$ cat src/rtl/shmem_pkg.sv
package shmem_pkg;
    typedef enum logic [2:0] {
        ST_IDLE,
        ST_HOST_ACC,
        ST_HOST_ACK,
        ST_CTL_ACC,
        ST_CTL_ACK
    } arb_state_t;

    localparam logic SEL_BASE   = 1'b0;
    localparam logic SEL_CTRL   = 1'b1;
    localparam int   CTRL_EN_BIT = 0;
endpackage

$ cat src/rtl/shmem_sync.sv
module shmem_sync #(
    parameter int STAGES = 2
) (
    input  logic clk,
    input  logic rst_n,
    input  logic d,
    output logic q
);
    logic [STAGES-1:0] chain;

    genvar g;
    generate
        for (g = 0; g < STAGES; g++) begin : g_stage
            if (g == 0) begin : g_first
                always_ff @(posedge clk or negedge rst_n) begin
                    if (!rst_n) chain[0] <= 1'b0;
                    else        chain[0] <= d;
                end
            end else begin : g_next
                always_ff @(posedge clk or negedge rst_n) begin
                    if (!rst_n) chain[g] <= 1'b0;
                    else        chain[g] <= chain[g-1];
                end
            end
        end
    endgenerate

    assign q = chain[STAGES-1];
endmodule

$ cat src/rtl/shmem_sram.sv
module shmem_sram #(
    parameter int AW = 5,
    parameter int DW = 16
) (
    input  logic          clk,
    input  logic          en,
    input  logic          we,
    input  logic [AW-1:0] addr,
    input  logic [DW-1:0] wdata,
    output logic [DW-1:0] q
);
    localparam int DEPTH = 1 << AW;

    logic [DW-1:0] mem [DEPTH];

    always_ff @(posedge clk) begin
        if (en) begin
            if (we) mem[addr] <= wdata;
            q <= we ? wdata : mem[addr];
        end
    end
endmodule

$ cat src/rtl/shmem_host_regs.sv
module shmem_host_regs
    import shmem_pkg::*;
#(
    parameter int HA_W = 10,
    parameter int AW   = 5,
    parameter int DW   = 16
) (
    input  logic            clk,
    input  logic            rst_n,
    input  logic            req_sync,
    input  logic            busy,
    input  logic            h_reg,
    input  logic            h_we,
    input  logic [HA_W-1:0] h_addr,
    input  logic [DW-1:0]   h_wdata,
    input  logic            diag_done,
    output logic            mem_req,
    output logic            reg_stb,
    output logic [DW-1:0]   reg_rdata,
    output logic            ram_en
);
    localparam int BASE_W = HA_W - AW;

    logic [BASE_W-1:0] base_q;
    logic              en_q;
    logic              win_hit;
    logic              unused_bits;

    assign unused_bits = &{1'b0, h_wdata, h_addr};

    assign reg_stb = req_sync && !busy && h_reg;
    assign win_hit = en_q && (h_addr[HA_W-1:AW] == base_q);
    assign mem_req = req_sync && !busy && !h_reg && win_hit;
    assign ram_en  = en_q;

    always_ff @(posedge clk or negedge rst_n) begin
        if (!rst_n) begin
            base_q <= '0;
            en_q   <= 1'b0;
        end else begin
            if (reg_stb && h_we) begin
                if (h_addr[0] == SEL_BASE) base_q <= h_wdata[BASE_W-1:0];
                else                       en_q   <= h_wdata[CTRL_EN_BIT];
            end
            if (diag_done) en_q <= 1'b0;
        end
    end

    always_comb begin
        reg_rdata = '0;
        if (h_addr[0] == SEL_CTRL) reg_rdata[CTRL_EN_BIT] = en_q;
        else                       reg_rdata[BASE_W-1:0]  = base_q;
    end

    a_r4_diag_clears_enable: assert property (@(posedge clk) disable iff (!rst_n)
        diag_done |=> !ram_en);
endmodule

$ cat src/rtl/shmem_arb_fsm.sv
module shmem_arb_fsm
    import shmem_pkg::*;
(
    input  logic clk,
    input  logic rst_n,
    input  logic host_req,
    input  logic ctl_req,
    output logic mem_en,
    output logic mem_host,
    output logic h_ack_n,
    output logic c_ack_n
);
    arb_state_t state, nxt;
    logic       last_host;

    always_ff @(posedge clk or negedge rst_n) begin
        if (!rst_n) begin
            state     <= ST_IDLE;
            last_host <= 1'b0;
        end else begin
            state <= nxt;
            if (state == ST_IDLE && nxt == ST_HOST_ACC) last_host <= 1'b1;
            else if (state == ST_IDLE && nxt == ST_CTL_ACC) last_host <= 1'b0;
        end
    end

    always_comb begin
        nxt = state;
        unique case (state)
            ST_IDLE: begin
                if (host_req && ctl_req) nxt = last_host ? ST_CTL_ACC : ST_HOST_ACC;
                else if (host_req)       nxt = ST_HOST_ACC;
                else if (ctl_req)        nxt = ST_CTL_ACC;
            end
            ST_HOST_ACC: nxt = ST_HOST_ACK;
            ST_HOST_ACK: nxt = ST_IDLE;
            ST_CTL_ACC:  nxt = ST_CTL_ACK;
            ST_CTL_ACK:  nxt = ST_IDLE;
            default:     nxt = ST_IDLE;
        endcase
    end

    always_comb begin
        mem_en   = 1'b0;
        mem_host = 1'b0;
        h_ack_n  = 1'b1;
        c_ack_n  = 1'b1;
        unique case (state)
            ST_HOST_ACC: begin mem_en = 1'b1; mem_host = 1'b1; end
            ST_HOST_ACK: h_ack_n = 1'b0;
            ST_CTL_ACC:  mem_en = 1'b1;
            ST_CTL_ACK:  c_ack_n = 1'b0;
            default: ;
        endcase
    end

    a_r7_ctl_ack_one_cycle: assert property (@(posedge clk) disable iff (!rst_n)
        !c_ack_n |=> c_ack_n);
    a_r10_host_ack_after_grant: assert property (@(posedge clk) disable iff (!rst_n)
        !h_ack_n |-> $past(state) == ST_HOST_ACC);
    a_r10_ctl_grant_held: assert property (@(posedge clk) disable iff (!rst_n)
        state == ST_CTL_ACC |=> !c_ack_n);
    a_r9_tie_rotates: assert property (@(posedge clk) disable iff (!rst_n)
        (state == ST_IDLE && host_req && ctl_req && last_host) |=> state == ST_CTL_ACC);
endmodule

$ cat src/rtl/shmem_arbiter.sv
module shmem_arbiter #(
    parameter int HA_W        = 10,
    parameter int AW          = 5,
    parameter int DW          = 16,
    parameter int SYNC_STAGES = 2
) (
    input  logic            clk,
    input  logic            rst_n,
    input  logic            h_req,
    input  logic            h_reg,
    input  logic            h_we,
    input  logic [HA_W-1:0] h_addr,
    input  logic [DW-1:0]   h_wdata,
    output logic [DW-1:0]   h_rdata,
    output logic            h_rply,
    output logic            h_ack_n,
    input  logic            diag_done,
    input  logic            c_req,
    input  logic            c_we,
    input  logic [AW-1:0]   c_addr,
    input  logic [DW-1:0]   c_wdata,
    output logic [DW-1:0]   c_rdata,
    output logic            c_ack_n,
    output logic            c_ready
);
    logic          req_sync;
    logic          mem_req;
    logic          reg_stb;
    logic [DW-1:0] reg_rdata;
    logic          ram_en;
    logic          mem_en;
    logic          mem_host;
    logic          m_we;
    logic [AW-1:0] m_addr;
    logic [DW-1:0] m_wdata;
    logic [DW-1:0] m_q;
    logic          unused_en;

    assign unused_en = ram_en;

    shmem_sync #(.STAGES(SYNC_STAGES)) i_sync (
        .clk(clk), .rst_n(rst_n), .d(h_req), .q(req_sync)
    );

    shmem_host_regs #(.HA_W(HA_W), .AW(AW), .DW(DW)) i_regs (
        .clk(clk), .rst_n(rst_n), .req_sync(req_sync), .busy(h_rply),
        .h_reg(h_reg), .h_we(h_we), .h_addr(h_addr), .h_wdata(h_wdata),
        .diag_done(diag_done), .mem_req(mem_req), .reg_stb(reg_stb),
        .reg_rdata(reg_rdata), .ram_en(ram_en)
    );

    shmem_arb_fsm i_fsm (
        .clk(clk), .rst_n(rst_n), .host_req(mem_req), .ctl_req(c_req),
        .mem_en(mem_en), .mem_host(mem_host), .h_ack_n(h_ack_n), .c_ack_n(c_ack_n)
    );

    assign m_we    = mem_host ? h_we : c_we;
    assign m_addr  = mem_host ? h_addr[AW-1:0] : c_addr;
    assign m_wdata = mem_host ? h_wdata : c_wdata;

    shmem_sram #(.AW(AW), .DW(DW)) i_sram (
        .clk(clk), .en(mem_en), .we(m_we), .addr(m_addr), .wdata(m_wdata), .q(m_q)
    );

    always_ff @(posedge clk or negedge rst_n) begin
        if (!rst_n)               h_rply <= 1'b0;
        else if (!req_sync)       h_rply <= 1'b0;
        else if (reg_stb || !h_ack_n) h_rply <= 1'b1;
    end

    always_ff @(posedge clk or negedge rst_n) begin
        if (!rst_n)                  h_rdata <= '0;
        else if (!h_ack_n)           h_rdata <= m_q;
        else if (reg_stb && !h_we)   h_rdata <= reg_rdata;
    end

    assign c_ready = !c_ack_n;
    assign c_rdata = m_q;

    a_r8_acks_exclusive: assert property (@(posedge clk) disable iff (!rst_n)
        !(!h_ack_n && !c_ack_n));
    a_r5_reply_needs_request: assert property (@(posedge clk) disable iff (!rst_n)
        $rose(h_rply) |-> $past(req_sync));
    a_r6_latch_holds: assert property (@(posedge clk) disable iff (!rst_n)
        (h_ack_n && !reg_stb) |=> $stable(h_rdata));
endmodule

$ cat config.mk
export PLATFORM = sky130hd
export DESIGN_NAME = shmem_arbiter
export DESIGN_NICKNAME = d
export VERILOG_FILES = /design/src/rtl/shmem_pkg.sv /design/src/rtl/shmem_sync.sv /design/src/rtl/shmem_sram.sv /design/src/rtl/shmem_host_regs.sv /design/src/rtl/shmem_arb_fsm.sv /design/src/rtl/shmem_arbiter.sv
export SDC_FILE = /design/constraint.sdc
export NUM_CORES = 1
export LEC_CHECK = 0
export ABC_CLOCK_PERIOD_IN_PS = 4600
export BUFFER_PORTS_ARGS = -buffer_cell sky130_fd_sc_hd__buf_2
export CAP_MARGIN = 10
export CORE_UTILIZATION = 60
export CTS_CLUSTER_SIZE = 12
export DETAILED_ROUTE_END_ITERATION = 8
export GPL_ROUTABILITY_DRIVEN = 0
export PLACE_DENSITY_LB_ADDON = 0.08
export SYNTH_ARGS = -nofsm -noshare
export SYNTH_HDL_FRONTEND = slang
export SYNTH_SLANG_ARGS = --single-unit
$ cat constraint.sdc
create_clock -name clk -period 4.6 [get_ports clk]
set_input_delay 0.92 -clock clk [delete_from_list [all_inputs] [get_ports clk]]
set_output_delay 0.92 -clock clk [all_outputs]
set_load 0.01 [all_outputs]
==> After elaboration in Yosys (flattened, before gate mapping) <==
Memory sizes are Yosys's and may differ from the RTL's. A register that Yosys moved wholly into a read port is not among the register bits.
Index checks and enable logic that the tools add are counted.
{ "word_totals": {"input_bits": 55, "romBits": 0, "mem_count": 1, "latchBits": 0, "ramBits": 512, "word_cells": 66, "ff_bits": 29} }
{ "classes": {"bitwise_logic": 1, "eq_ne": 8, "shifts": 0, "n_lt_le_gt_ge": 0, "n_addsub": 0, "multipliers": 0, "n_reduce_logical": 22, "mux": 26, "div_mod_pow": 0} }
{ "mem_list": {"columns": ["name", "words", "width", "read_ports", "rd_ports_with_merged_regs", "wr", "line", "rtl"], "rows": [
  ["i_sram.mem", 32, 16, 1, 1, 1, "shmem_sram.sv:14", "logic [DW-1:0] mem [DEPTH];"]
]} }
{ "ops": {"columns": ["op", "count"], "rows": [
  ["16-bit two-way mux", 3],
  ["1-bit two-way mux", 16],
  ["1-bit logical AND", 10],
  ["3-bit by 2-bit == test with 1-bit output, second input constant", 3],
  ["3-bit two-way mux", 3],
  ["3-bit one-hot mux with 3 select lines", 1],
  ["2-bit nonzero test", 4],
  ["3-bit by 1-bit == test with 1-bit output, second input constant", 2],
  ["5-bit == test", 1],
  ["5-bit two-way mux", 1],
  ["4-bit two-way mux", 1],
  ["2-bit AND reduction", 2],
  ["3-bit == test, second input constant", 1],
  ["1-bit logical NOT", 3],
  ["3-bit logical NOT", 1],
  ["2-bit two-way mux", 1],
  ["2-bit inequality test, second input constant", 1],
  ["2-bit OR reduction", 1],
  ["1-bit logical OR", 1],
  ["1-bit NOT", 1]
]} }

==> Longest topological paths before layout <==
{ "logic_depth": {"depth_word": 11, "depth_mapped": 11} }

==> By module <==
Synthesis repeated with hierarchy kept, for this count alone.
{ "hier_totals": {"cells_unflattened": 1167, "area_unflattened_um2": 22306.4} }
{ "by_module_without_submodules": {"columns": ["mod", "n_inst", "cells_each", "area_per_inst_um2"], "rows": [
  ["shmem_sram", 1, 986, 20357.0],
  ["shmem_arbiter", 1, 119, 1255.0],
  ["shmem_host_regs", 1, 43, 464.2],
  ["shmem_arb_fsm", 1, 17, 180.2],
  ["shmem_sync", 1, 2, 50.0]
]} }

==> Worst setup path after synthesis <==
No wires, ideal clock.
{ "synth_path": {"path_kind": "reg2reg", "from": "register i_fsm.state[2]", "to": "memory i_sram.mem[10][0], enable pin", "path_buffers": 3, "slack_ps": 1156, "t_required_ps": 4211, "stages_incl_launch_ff": 8, "period_less_slack_ps": 3444, "arrival_ps": 3055, "path_cell_list": "dfrtp_1 clkbuf_1 nor2_1 and2_1 clkbuf_1 clkbuf_1 nand3_1 nor2_1"} }
{ "synth_between": {"elab_cells_between_ends": 10, "classes_between": "2 x eq/ne; 7 x mux; 1 x reduce/logical"} }
{ "synth_lines": {"columns": ["item", "line", "rtl"], "rows": [
  ["start, declared", "shmem_arb_fsm.sv:13", "arb_state_t state, nxt;"],
  ["start signal, assigned", "shmem_arb_fsm.sv:21", "state <= nxt;"],
  ["3-bit by 2-bit == test with 1-bit output / 3-bit by 1-bit == test with 1-bit output (equally long branches)", "shmem_arb_fsm.sv:48", "unique case (state)"],
  ["2-bit OR reduction (no source line) *", null, null],
  ["1-bit two-way mux *", "shmem_arb_fsm.sv:48", null],
  ["via i_fsm.mem_en", "shmem_arb_fsm.sv:8", "output logic mem_en,"],
  ["1-bit two-way mux *", "shmem_sram.sv:17", "if (en) begin"],
  ["1-bit two-way mux (implied by the code) *", "shmem_sram.sv:18", "if (we) mem[addr] <= wdata;"],
  ["end, declared", "shmem_sram.sv:14", null]
]} }
The timed path passes the listed nets; every way through them passes the cells marked *.

==> Final worst setup path <==
{ "layout_path": {"from": "register i_fsm.state[0]", "to": "register i_sram.q[2] (read register of i_sram.mem) (data pin)"} }
{ "layout_between": {"elab_chain_cells": 3, "elab_cells_between_ends": 6, "classes_between": "2 x eq/ne; 3 x mux; 1 x reduce/logical"} }
{ "layout_rtl": {"columns": ["item", "line", "rtl"], "rows": [
  ["3-bit by 1-bit == test with 1-bit output / 3-bit by 2-bit == test with 1-bit output (equally long branches)", "shmem_arb_fsm.sv:48", null],
  ["1-bit two-way mux / 2-bit OR reduction (equally long branches)", null, null],
  ["5-bit two-way mux / 1-bit two-way mux (equally long branches)", "shmem_arbiter.sv:58, shmem_arb_fsm.sv:48", null],
  ["end, declared", "shmem_sram.sv:10", "output logic [DW-1:0] q"]
]} }
Several ways; a longest one is shown, not always the timed one.
A chain may end at the register's enable or synchronous reset.

==> results.md <==
* Share of the clock period used by the worst path at 0.9286
* Most common library cell in the layout ignoring fill and taps: sky130_fd_sc_hd__edfxtp_1
* Yosys warnings at 0
* Startpoint types: flip-flop
* DR DRC count at 0
* Worst hold slack across all endpoints at 0.3315 ns
* Pin count of the biggest net entering global routing at 50
* Maximum buffer depth of the clock tree at 3
* Drt first pass iters at 6
* Worst setup path endpoint: i_sram.q[2]$_DFFE_PP_
* Capture point of the worst reg-to-reg path: i_sram.q[2]$_DFFE_PP_
* Count of flip-flops with a built-in enable after synthesis at 528
* Sequential area share after synthesis at 0.6969
* Area post-placement at 25,550 um^2
* Core Box Area at 38,920 um^2
* Tightest slew margin relative to the limit at 0.2570
* Total of cells resized after clock tree synthesis at 0
* Routed length per placed instance at 30.71 um
* Library cell used as clock root buffer: sky130_fd_sc_hd__clkbuf_16
* Worst setup margin at 0.3283 ns
* Fraction of layout cells with a size suffix above 1 at 0.2379
* Sw power at 4.113 mW
* Count of cell types in the netlist at 58
* Combinational share of power at 0.227
* Final count of hold timing violations at 0
* Most used flip-flop cell after synthesis: sky130_fd_sc_hd__edfxtp_1
* Share of total power in sequential cells at 0.468
* Die height at 201.1 um
* Leakage power summed over all cells at 9.496 nW
* Mean number of vias per cell at 6.772
* Die area at 40,460 um^2
* Setup TNS Final at 0 ns
* Leftover overflow at the end of global routing at 0
* Ports placed on the boundary at 91
* Post-CTS setup buffers at 0
* Data arrival time at the worst-slack endpoint at 4.61 ns
* Proportion of power drawn by the clock network at 0.305
* Number of cell instances on the worst register-to-register path at 9
* Via count of the first global-routing pass at 14,975
* Final Util at 0.6988
* Fmax at 234.1 MHz
* Initial Utilization at 0.6114
* Maximum net fanout on the critical path at 23
* Origin of the critical flop-to-flop path: i_fsm.state[0]$_DFF_PN0_
* Routed wire length at 68.52 mm
* Area growth from synthesis to final layout at 14.29%
* Class of the tightest hold or removal check: in2async
* Antenna violations before repair at 5
* Maximum capacitance violations at 0
* RSZ-0062 raised after global routing: no
* Most frequent cells in the layout: 528 x sky130_fd_sc_hd__edfxtp_1, 161 x sky130_fd_sc_hd__nand2_1, 116 x sky130_fd_sc_hd__buf_4, 106 x sky130_fd_sc_hd__mux2i_1, 104 x sky130_fd_sc_hd__a21oi_1
* Post-synth design cell area at 23,790 um^2
* Violation count after the first detailed-route iteration at 2,086
* Type of the worst setup path: reg2reg
* Detail Route Antenna Nets at 0
* Count of final setup violators at 0
* Placement row count at 72
* Power Density at 497.6 nW/um^2
* Number of instances in the synthesized netlist at 1,493
* Fraction of synthesis flops using an asynchronous set or reset pin at 0.05206
* Post-route insts no fill at 2,231
* Port buffer count at 90
* Horiz. Die Dim at 201.1 um
* Count of clock tree sinks at 557
* Post-placement setup slack at 0.4312 ns
* Dpl hpwl at 44.94 mm
* Pwr Total at 13.53 mW
* Synth Area per Inst at 15.94 um^2
* Total Nets Final at 1,726
* Clock edge transition at the registers on the reported setup and hold paths at 0.06 ns
* Element type at the critical path end: flip-flop
* Shortest clock period the worst path allows after layout at 4.272 ns
* Tightest Pin Transition at 1.112 ns
* Number of clock buffers inserted by TritonCTS at 56
* Internal power at 9.419 mW
* Clock tree from TritonCTS: done
* Critical path required time at 4.94 ns
* Wire length of the first global-routing pass at 100.4 mm
* Worst IR drop on VDD at 0.0003898 V
* Switching share of total power at 0.3039
* GR Util All Layers at 0.3491
* Via count at 15,108
* Number of hold buffers added after CTS at 0
* Yosys reg bits at 557
* Final Instance Area at 27,190 um^2
* Insertion delay of the later-clocked pin in the worst-skew pair at 0.63 ns
* Pins over their slew limit at 0
* Worst setup path start: i_fsm.state[0]$_DFF_PN0_
* Post-synthesis net count at 1,548
* Minimum setup slack among reg-to-reg paths at 0.33 ns
* Result of the run: completed
* Htree depth at 2
* Post-placement cell count at 2,129
* Worst-case clock skew at 0.02335 ns
layout make-up:
cell class / count / area [um^2]
Fill cell: 2599 / 11720
Inverter: 5 / 18.77
Sequential cell: 557 / 16580
Clock inverter: 21 / 117.6
Tap cell: 518 / 648.1
Clock buffer: 77 / 1500
Timing Repair Buffer: 216 / 1531
Multi-Input combinational cell: 835 / 6793
Antenna cell: 2 / 5.005
routing by layer:
| layer | GRT usage | share of wire |
|---|---|---|
| met1 | 0.4753 | 0.36 |
| met2 | 0.5389 | 0.46 |
| met3 | 0.07937 | 0.12 |
| met4 | 0.1693 | 0.053 |
| met5 | 0 | 0 |
state kept, by name (all words and copies together) (netlist names):
name and count:
i_fsm.last_host 1, i_sync.chain 1, i_sync.q 1, i_regs.ram_en 1
i_fsm.state 3, i_regs.base_q 5, i_sram.q 16, h_rdata 16
h_rply 1, i_sram.mem 512
power groups by stage:
stage / clock network [mW] / logic [mW] / registers (mW)
after floorplan: 0 / 1.67 / 6.43
after global placement: 0 / 2.93 / 6.43
after detailed placement: 0 / 2.98 / 6.43
after CTS: 4.17 / 2.99 / 6.33
after global routing: 4.34 / 3.22 / 6.35
final: 4.13 / 3.07 / 6.33
critical path, stage by stage, from the launching register on:
cell                      delay [ns]
sky130_fd_sc_hd__dfrtp_1        0.52
sky130_fd_sc_hd__nor3b_2        0.79
sky130_fd_sc_hd__buf_4          0.40
sky130_fd_sc_hd__buf_4          0.36
sky130_fd_sc_hd__nor4_2         0.06
sky130_fd_sc_hd__buf_4          0.21
sky130_fd_sc_hd__o21ai_0        0.45
sky130_fd_sc_hd__o22ai_1        0.26
sky130_fd_sc_hd__nor4b_1        0.68
sky130_fd_sc_hd__a31oi_1        0.22
worst min path at each step:
stage / slack, ns / end / cells past startpoint / from
2_1_floorplan: 0.33 / i_sync.q$_DFF_PN0_ / 0 / i_sync.chain[0]$_DFF_PN0_
3_3_place_gp: 0.34 / i_sync.q$_DFF_PN0_ / 0 / i_sync.chain[0]$_DFF_PN0_
3_5_place_dp: 0.36 / i_sync.q$_DFF_PN0_ / 0 / i_sync.chain[0]$_DFF_PN0_
4_1_cts: 0.33 / h_rdata[12]$_DFFE_PN0P_ / 1 / rst_n
5_1_grt: 0.38 / h_rdata[15]$_DFFE_PN0P_ / 1 / rst_n
6_report: 0.33 / h_rply$_DFFE_PN0P_ / 1 / rst_n
cell families after synthesis:
logic type | share of synthesized area
flops | 0.6969
simple gates | 0.06620
compound gates | 0.06952
mux | 0.1458
buf+inv | 0.01977
xor+xnor | 0.001840
cell usage after synthesis (2+ instances only):
cell / instances / area (um^2)
sky130_fd_sc_hd__clkbuf_1: 40 / 150.1
sky130_fd_sc_hd__or3b_2: 3 / 26.28
sky130_fd_sc_hd__edfxtp_1: 528 / 15860
sky130_fd_sc_hd__a22o_1: 11 / 96.34
sky130_fd_sc_hd__mux4_2: 102 / 2297
sky130_fd_sc_hd__o21ai_0: 26 / 130.1
sky130_fd_sc_hd__o221ai_1: 5 / 43.79
sky130_fd_sc_hd__o32a_1: 2 / 20.02
sky130_fd_sc_hd__a2111oi_1: 3 / 30.03
sky130_fd_sc_hd__a21o_1: 12 / 90.09
sky130_fd_sc_hd__buf_4: 3 / 22.52
sky130_fd_sc_hd__nor4_1: 11 / 68.82
sky130_fd_sc_hd__a2bb2oi_1: 3 / 26.28
sky130_fd_sc_hd__nand2b_1: 2 / 12.51
sky130_fd_sc_hd__and2_1: 4 / 25.02
sky130_fd_sc_hd__a31oi_1: 12 / 75.07
sky130_fd_sc_hd__mux2_2: 9 / 101.4
sky130_fd_sc_hd__nand4_1: 2 / 12.51
sky130_fd_sc_hd__buf_1: 9 / 33.78
sky130_fd_sc_hd__nor4b_1: 11 / 96.34
sky130_fd_sc_hd__nor4b_2: 2 / 30.03
sky130_fd_sc_hd__a311oi_1: 3 / 26.28
sky130_fd_sc_hd__o22ai_1: 49 / 306.5
sky130_fd_sc_hd__nor3_1: 14 / 70.07
sky130_fd_sc_hd__and3_1: 7 / 43.79
sky130_fd_sc_hd__dfrtp_1: 29 / 725.7
sky130_fd_sc_hd__a32oi_1: 3 / 26.28
sky130_fd_sc_hd__and3b_1: 2 / 17.52
sky130_fd_sc_hd__xor2_1: 4 / 35.03
sky130_fd_sc_hd__inv_1: 5 / 18.77
sky130_fd_sc_hd__a221oi_1: 19 / 166.4
sky130_fd_sc_hd__buf_6: 4 / 45.04
sky130_fd_sc_hd__nand3_1: 10 / 50.05
sky130_fd_sc_hd__nor2_1: 99 / 371.6
sky130_fd_sc_hd__o21ai_1: 4 / 20.02
sky130_fd_sc_hd__buf_2: 39 / 195.2
sky130_fd_sc_hd__nand2_1: 161 / 604.3
sky130_fd_sc_hd__a21oi_1: 104 / 520.5
sky130_fd_sc_hd__nor3b_1: 6 / 45.04
sky130_fd_sc_hd__nor2b_1: 6 / 37.54
sky130_fd_sc_hd__nand3b_1: 2 / 15.01
sky130_fd_sc_hd__mux2i_1: 107 / 1071
(Power assumes the default switching activity.)
